[src/rtl/tmr_pkg.sv]
package tmr_pkg;
  // Register offsets; the map is fixed by software that drives this block.
  localparam logic [7:0] OFF_LOAD  = 8'h00;
  localparam logic [7:0] OFF_CUR   = 8'h04;
  localparam logic [7:0] OFF_CTRL  = 8'h08;
  localparam logic [7:0] OFF_EOI   = 8'h0C;
  localparam logic [7:0] OFF_STAT  = 8'h10;
  localparam logic [7:0] OFF_GSTAT = 8'hA0;
  localparam logic [7:0] OFF_GEOI  = 8'hA4;
  localparam logic [7:0] OFF_GRAW  = 8'hA8;
  localparam logic [7:0] OFF_VER   = 8'hAC;

  // Control field bit positions.
  localparam int CTL_RUN  = 0;
  localparam int CTL_PER  = 1;
  localparam int CTL_MASK = 2;
  localparam int CTL_W    = 3;

  // Strobes from register control to the counting datapath.
  typedef struct packed {
    logic start;   // run bit rising: load counter from reload value
    logic ackClr;  // acknowledge read: clear pending flag
  } tmrStrobe_t;
endpackage

[src/rtl/tmr_ctl.sv]
module tmr_ctl
  import tmr_pkg::*;
#(
  parameter int ADDR_W = 8,
  parameter int DATA_W = 32,
  parameter int CNT_W = 32,
  parameter logic [DATA_W-1:0] VERSION = 32'h3230_312A
) (
  input  logic              clk,
  input  logic              rstN,
  input  logic              psel,
  input  logic              penable,
  input  logic              pwrite,
  input  logic [ADDR_W-1:0] paddr,
  input  logic [DATA_W-1:0] pwdata,
  input  logic [CNT_W-1:0]  cntVal,
  input  logic              pendRaw,
  output logic [DATA_W-1:0] prdata,
  output logic [CNT_W-1:0]  loadVal,
  output logic              enable,
  output logic              periodic,
  output logic              intMask,
  output tmrStrobe_t        strobe
);
  logic             accessPhase;
  logic             wrAcc;
  logic             rdAcc;
  logic [CTL_W-1:0] ctrlQ;
  logic [CNT_W-1:0] loadQ;
  logic             maskedStat;

  assign accessPhase = psel && penable;
  assign wrAcc = accessPhase && pwrite;
  assign rdAcc = accessPhase && !pwrite;

  always_ff @(posedge clk or negedge rstN) begin
    if (!rstN) begin
      loadQ <= '0;
      ctrlQ <= '0;
    end else if (wrAcc) begin
      if (paddr == ADDR_W'(OFF_LOAD)) loadQ <= pwdata[CNT_W-1:0];
      if (paddr == ADDR_W'(OFF_CTRL)) ctrlQ <= pwdata[CTL_W-1:0];
    end
  end

  assign loadVal  = loadQ;
  assign enable   = ctrlQ[CTL_RUN];
  assign periodic = ctrlQ[CTL_PER];
  assign intMask  = ctrlQ[CTL_MASK];

  always_comb begin
    strobe = '0;
    strobe.start  = wrAcc && (paddr == ADDR_W'(OFF_CTRL))
                    && pwdata[CTL_RUN] && !ctrlQ[CTL_RUN];
    strobe.ackClr = rdAcc && ((paddr == ADDR_W'(OFF_EOI))
                    || (paddr == ADDR_W'(OFF_GEOI)));
  end

  assign maskedStat = pendRaw && !ctrlQ[CTL_MASK];

  always_comb begin
    prdata = '0;
    if (rdAcc) begin
      case (paddr)
        ADDR_W'(OFF_LOAD):  prdata = DATA_W'(loadQ);
        ADDR_W'(OFF_CUR):   prdata = DATA_W'(cntVal);
        ADDR_W'(OFF_CTRL):  prdata = DATA_W'(ctrlQ);
        ADDR_W'(OFF_STAT):  prdata = DATA_W'(maskedStat);
        ADDR_W'(OFF_GSTAT): prdata = DATA_W'(maskedStat);
        ADDR_W'(OFF_GRAW):  prdata = DATA_W'(pendRaw);
        ADDR_W'(OFF_VER):   prdata = VERSION;
        default:            prdata = '0;
      endcase
    end
  end
endmodule

[src/rtl/tmr_dp.sv]
module tmr_dp
  import tmr_pkg::*;
#(
  parameter int CNT_W = 32
) (
  input  logic             clk,
  input  logic             rstN,
  input  tmrStrobe_t       strobe,
  input  logic [CNT_W-1:0] loadVal,
  input  logic             enable,
  input  logic             periodic,
  input  logic             intMask,
  output logic [CNT_W-1:0] cntVal,
  output logic             pendRaw,
  output logic             irq
);
  localparam logic [CNT_W-1:0] WRAP_VAL = '1;

  logic [CNT_W-1:0] cntQ;
  logic [CNT_W-1:0] reloadVal;
  logic             pendQ;
  logic             expire;

  assign expire    = enable && (cntQ == '0);
  assign reloadVal = periodic ? loadVal : WRAP_VAL;

  always_ff @(posedge clk or negedge rstN) begin
    if (!rstN) begin
      cntQ <= WRAP_VAL;
    end else if (strobe.start) begin
      cntQ <= loadVal;
    end else if (expire) begin
      cntQ <= reloadVal;
    end else if (enable) begin
      cntQ <= cntQ - 1'b1;
    end
  end

  // Expiry wins over an acknowledge in the same clock.
  always_ff @(posedge clk or negedge rstN) begin
    if (!rstN) begin
      pendQ <= 1'b0;
    end else if (expire) begin
      pendQ <= 1'b1;
    end else if (strobe.ackClr) begin
      pendQ <= 1'b0;
    end
  end

  assign cntVal  = cntQ;
  assign pendRaw = pendQ;
  assign irq     = pendQ && !intMask;
endmodule

[src/rtl/apb_countdown_timer.sv]
module apb_countdown_timer
  import tmr_pkg::*;
#(
  parameter int ADDR_W = 8,
  parameter int DATA_W = 32,
  parameter int CNT_W = 32,
  parameter logic [DATA_W-1:0] VERSION = 32'h3230_312A
) (
  input  logic              pclk,
  input  logic              presetn,
  input  logic              psel,
  input  logic              penable,
  input  logic              pwrite,
  input  logic [ADDR_W-1:0] paddr,
  input  logic [DATA_W-1:0] pwdata,
  output logic [DATA_W-1:0] prdata,
  output logic              pready,
  output logic              pslverr,
  output logic              tmrIrq
);
  tmrStrobe_t       strobe;
  logic [CNT_W-1:0] cntVal;
  logic [CNT_W-1:0] loadVal;
  logic             pendRaw;
  logic             enable;
  logic             periodic;
  logic             intMask;

  tmr_ctl #(
    .ADDR_W(ADDR_W), .DATA_W(DATA_W), .CNT_W(CNT_W), .VERSION(VERSION)
  ) u_ctl (
    .clk(pclk), .rstN(presetn), .psel(psel), .penable(penable),
    .pwrite(pwrite), .paddr(paddr), .pwdata(pwdata), .cntVal(cntVal),
    .pendRaw(pendRaw), .prdata(prdata), .loadVal(loadVal), .enable(enable),
    .periodic(periodic), .intMask(intMask), .strobe(strobe)
  );

  tmr_dp #(.CNT_W(CNT_W)) u_dp (
    .clk(pclk), .rstN(presetn), .strobe(strobe), .loadVal(loadVal),
    .enable(enable), .periodic(periodic), .intMask(intMask),
    .cntVal(cntVal), .pendRaw(pendRaw), .irq(tmrIrq)
  );

  assign pready  = 1'b1;
  assign pslverr = 1'b0;
endmodule

[config.mk]
export PLATFORM = sky130hd
export DESIGN_NAME = apb_countdown_timer
export DESIGN_NICKNAME = d
export VERILOG_FILES = /design/src/rtl/tmr_pkg.sv /design/src/rtl/tmr_ctl.sv /design/src/rtl/tmr_dp.sv /design/src/rtl/apb_countdown_timer.sv
export SDC_FILE = /design/constraint.sdc
export NUM_CORES = 1
export LEC_CHECK = 0
export BUFFER_PORTS_ARGS = -buffer_cell sky130_fd_sc_hd__buf_2
export CORE_MARGIN = 2
export CORE_UTILIZATION = 32
export DETAILED_ROUTE_END_ITERATION = 16
export PLACE_DENSITY = 0.52
export SYNTH_ARGS = -nofsm -noshare
export SYNTH_HDL_FRONTEND = slang
export SYNTH_HIERARCHICAL = 1
export SYNTH_SLANG_ARGS = --single-unit
[constraint.sdc]
create_clock -name pclk -period 3.2 [get_ports pclk]
set_input_delay 0.48 -clock pclk [delete_from_list [all_inputs] [get_ports pclk]]
set_output_delay 0.48 -clock pclk [all_outputs]
set_load 0.02 [all_outputs]
Word level (Yosys, flattened, before mapping)
Cells that the tools add are included.

operators by class
  add/subtract/negate cells = 1
  reductions and logical operators = 20
  multiplexer cells = 8
  equal/unequal tests = 8

operators by type and width
  cell                                                number
  case mux 32 bit (6 select lines)                    1
  2-to-1 mux 32 bit                                   5
  == test 8 bit, second input constant                4
  logical NOT 32 bit                                  1
  subtractor 32 x 1 -> 32 bit, second input constant  1
  == test 8 x 4 -> 1 bit, second input constant       2
  logical AND 1 bit                                   9
  == test 8 x 3 -> 1 bit, second input constant       1
  == test 8 x 5 -> 1 bit, second input constant       1
  logical NOT 8 bit                                   1
  AND reduction 2 bit                                 2
  logical NOT 1 bit                                   3
  nonzero test 3 bit                                  1
  2-to-1 mux 1 bit                                    2
  nonzero test 2 bit                                  1
  OR reduction 2 bit                                  1
  logical OR 1 bit                                    1

word-level totals
  flip-flop bits (word level) = 68
  output and inout bits = 35

Longest topological paths before layout
  depth in word-level cells = 6
  gate-level depth with buffers = 12
  depth with buffers taken out = 9

By module
Netlist, hierarchy kept.

modules (own cells, without submodules)
  module               area each (um2)  times used  sequential area each (um2)  cells each
  tmr_dp               2303.5           1           865.8                       276
  tmr_ctl              2100.8           1           875.8                       195
  apb_countdown_timer  22.5             1           0.0                         4

Least setup slack after synthesis
OpenSTA, ideal clock, no wires.

  path type = input -> register
  from = input port paddr[5]
  to = register u_dp.cntQ[30], in the netlist u_dp/cntVal[30]
  data arrival time = 2.562 ns
  cell stages on the path = 12
  path slack = 0.565 ns
  path through = or2_2 -> clkbuf_1 -> nor3_1 -> nand3_1 -> nor3b_1 -> clkbuf_1 -> or2_2 -> buf_1 -> nand3b_1 -> nor4_1 -> a211oi_1 -> a21oi_1

RTL lines
  item                  RTL line                   source
  start, declared       apb_countdown_timer.sv:14  input logic [ADDR_W-1:0] paddr,
  end signal, assigned  tmr_dp.sv:31               cntQ <= loadVal;
  end signal, assigned  tmr_dp.sv:33               cntQ <= reloadVal;
  end signal, assigned  tmr_dp.sv:35               cntQ <= cntQ - 1'b1;
  end, declared         tmr_dp.sv:19               logic [CNT_W-1:0] cntQ;

Worst setup path after layout
  from = register u_dp.cntQ[4], in the netlist u_dp/cntVal[4]
  to = register u_dp.cntQ[26], in the netlist u_dp/cntVal[26]

on the way
  cells in the longest elaborated chain, start to end = 4
  elaborated cells on any way between the ends = 7
  those cells by class = add/sub (1); mux (3); reduce/logical (3)

RTL lines
  item                                                                      RTL line                    source
  subtractor 32 x 1 -> 32 bit / logical NOT 32 bit (equally long branches)  tmr_dp.sv:35, tmr_dp.sv:24
  2-to-1 mux 32 bit / logical AND 1 bit (equally long branches)             tmr_dp.sv:34, tmr_dp.sv:24
  2-to-1 mux 32 bit                                                         tmr_dp.sv:32                end else if (expire) begin
  2-to-1 mux 32 bit                                                         tmr_dp.sv:30                end else if (strobe.start) begin

Parallel ways exist; a longest one is shown, timed or not. The select of a mux whose other input is x is not followed.
A chain may end at the register's enable or synchronous reset.

==> metrics.cfg <==
[global_routing]
grt_util_met1_pct=25.4
busiest_layer=met2
grtUsageTotal_pct=18.4
grt_util_met3_pct=3.79
grt_pass1_vias=3972
grt_pass1_wl_um=21100
grt_max_degree=36
grt_antenna_before_repair=0
overflow=0
gr-usage-met2_pct=29.0

[synthesis]
netlist_area_um2=4430
synthSimpleGateAreaFrac_pct=21.3
async_flop_share_pct=100
synth-edff-count=0
muxShareOfSynthArea_pct=16.6
syn_nets=521
synth_common_cells=nor2_1, dfrtp_1, nand2_1
synth_xor_xnor_area_share_pct=0.791
synth_cell_types=66
ys_seq_elements=68
ys_seq_area_share_pct=39.3
synth_top_family_by_area=simple AND/OR/NAND/NOR gates
synthCells=475
synth.most_common_cell=nor2_1
synthTopCellsByArea=dfrtp_1, dfstp_2, mux2_1
synth_compound_area_share_pct=16.2
ys.flop_type=dfrtp_1
synth_top_area_cell=dfrtp_1
syn_avg_cell_area_um2=9.32
netlist.area_leader.share_pct=20.4
synthAdderAreaFrac_pct=0.509
yosysWarningCount=6

[drt]
drtPass1Iterations=4
first_iter_violations=261
vias=3964
drc=0
wl_per_cell_um=18.0
viasPerCell=5.42
wirelength_um=13200
antenna_left=0

[place]
post-place-ws_ns=0.378
placed_area_um2=5040
hpwl_um=9320
gp_congestion=0.840
io_buffers=77

[finish]
fin_nets=596
num_antenna_cells=0
final_area_um2=5340
areaGrowthSynthToFinish_pct=20.6
layout-drive-gt1-share_pct=32.1
fillers=1345

[power]
power_density_nw_per_um2=382
power.switching_mw=0.465
pwr-share-seq_pct=44.4
internal-power_mw=1.57
pwr-share-clk_pct=48.6
switching_share_pct=22.8
p_leak_nw=2.37
ir_drop_v=0.000226
p_comb_share_pct=7.0

[floorplan]
die_h_um=122
num_rows=42
ios=80
die_w_um=122
start_util_pct=33.0
core_area_um2=13400
dieArea_um2=14800

[timing]
hold_viol=0
max_slew.worst_pin.slew_ns=0.858
finalCriticalPeriod_ns=2.69
fmax_ghz=0.372
finalClockSkew_ns=0.00837
fin_ws_ns=0.509
worst_slew_margin_rel_pct=42.8
finalMaxSlewViolations=0
fin_crit_sh_pct=84.1
finalSetupViolCount=0
setup_tns_ns=0
grt_setup_unrepaired=no

[status]
status=finished clean

[worst_setup_path]
r2r_slack_ns=0.51
r2r-end=u_dp/cntVal[26]$_DFFE_PN1P_
critPathRequiredTime_ns=3.45
cp-end-kind=flop
worstPathMaxFanout=12
path_class=reg2reg
timing.rr.start=u_dp/cntVal[4]$_DFFE_PN1P_
timing.critical_path.from=u_dp/cntVal[4]$_DFFE_PN1P_
startpoint_type=flop
ff2ff_path_depth=6
critPathArrivalTime_ns=2.94

[clock_network]
postCtsSetupBuffers=0
cts_resized=0
clk_latency_ns=0.34
cts_max_level=3
cts.sinks=68
numCtsBuffers=9
root_buffer=clkbuf_16
ctsHoldBuffers=0
clk_pin_slew_ns=0.06
cts_tree=done
ctsLongestPathBuffers=2

[job]
maxCapViolations=0

[min_path]
hold_path_class=in2async

## critical path, stage by stage, from the launching register on
cell      delay, ns
dfstp_2        0.40
nor3_1         0.60
nand4_2        0.54
buf_4          0.35
nor4_1         0.42
and3_1         0.23
a221oi_1       0.05
## logic make-up after synthesis
family	count (synthesis)
XOR/XNOR	4
AND/OR/NAND/NOR	181
adder cells (fa/ha/maj)	2
flip-flops	68
buffers and inverters	45
multiplexers	68
other	2
AO/OA/AOI/OAI	105
## metrics by stage
stage | hold slack (ns) | utilization, % | std cells | total power [mW]
final | 0.247 | 39.9 | 731 | 2.04
after global routing | 0.306 | 39.9 | 731 | 2.13
after CTS | 0.271 | 39.9 | 731 | 2.08
after detailed placement | 0.494 | 37.6 | 715 | 1.06
after global placement | 0.483 | 37.6 | 715 | 1.06
after floorplan | 0.184 | - | 475 | 0.993
## placed cells by master (no fill, tap or decap), types with 3 or more instances in the layout
| cell | netlist | final |
|---|---|---|
| a211oi_1 | 6 | 6 |
| a21oi_1 | 27 | 27 |
| a311oi_1 | 4 | 4 |
| a31oi_1 | 3 | 3 |
| and3_1 | 10 | 10 |
| buf_2 | 5 | 77 |
| buf_4 | 3 | 19 |
| clkbuf_16 | 0 | 9 |
| dfrtp_1 | 36 | 36 |
| dfstp_2 | 32 | 32 |
| inv_1 | 11 | 11 |
| mux2_1 | 30 | 30 |
| mux2_2 | 15 | 15 |
| mux2i_1 | 23 | 23 |
| nand2_1 | 33 | 33 |
| nand3_1 | 12 | 12 |
| nand4_1 | 6 | 6 |
| nor2_1 | 62 | 62 |
| nor2b_1 | 6 | 6 |
| nor3_1 | 10 | 10 |
| nor3b_1 | 6 | 5 |
| nor4_1 | 8 | 8 |
| o211ai_1 | 4 | 4 |
| o21ai_0 | 19 | 19 |
| o21ai_1 | 7 | 7 |
| o22ai_1 | 11 | 11 |
| o2bb2ai_1 | 3 | 3 |
| o32a_1 | 3 | 3 |
| or2_2 | 3 | 3 |
| or3_1 | 5 | 5 |
| or4_1 | 3 | 3 |
| xor2_1 | 3 | 3 |
## area by class of cell
| cell class | count | area [µm²] | area share (%) |
|---|---|---|---|
| multi-input combinational | 362 | 2470 | 46.3 |
| sequential | 68 | 1740 | 32.6 |
| timing repair buffer | 98 | 568 | 10.6 |
| clock buffer | 12 | 246 | 4.62 |
| tap | 176 | 220 | 4.12 |
| clock inverter | 4 | 48.8 | 0.914 |
| inverter | 11 | 41.3 | 0.773 |
## registers in the layout (all words and copies together), names as in the netlist
name,count
u_ctl/loadVal,32
u_dp/cntVal,32
u_ctl/ctrlQ,3
u_dp/pendRaw,1
## how the worst max path moves through the flow
stage                                        endpoint  slack, ns  depth (start not counted)
after global routing      u_dp/cntVal[28]$_DFFE_PN1P_       0.21                          6
after floorplan           u_dp/cntVal[30]$_DFFE_PN1P_       0.56                         12
final                     u_dp/cntVal[26]$_DFFE_PN1P_       0.51                          6
after global placement     u_dp/cntVal[5]$_DFFE_PN1P_       0.42                         10
after detailed placement   u_dp/cntVal[5]$_DFFE_PN1P_       0.38                         10
after CTS                  u_dp/cntVal[5]$_DFFE_PN1P_       0.52                          5
## power groups by stage
stage          combinational, mW  clock, mW  sequential (mW)
6_report                   0.142      0.991            0.906
5_1_grt                    0.156       1.06            0.908
4_1_cts                    0.144       1.03            0.906
3_5_place_dp               0.143          0            0.920
3_3_place_gp               0.141          0            0.920
2_1_floorplan             0.0806          0            0.913
## layer usage
metal	share of wire (%)	wire [µm]	up-vias
met5	0	0	-
met4	2.0	258	0
met3	6.1	805	23
met2	44	5810	120
met1	48	6300	1933
li1	-	-	1888
(Power assumes the default switching activity.)
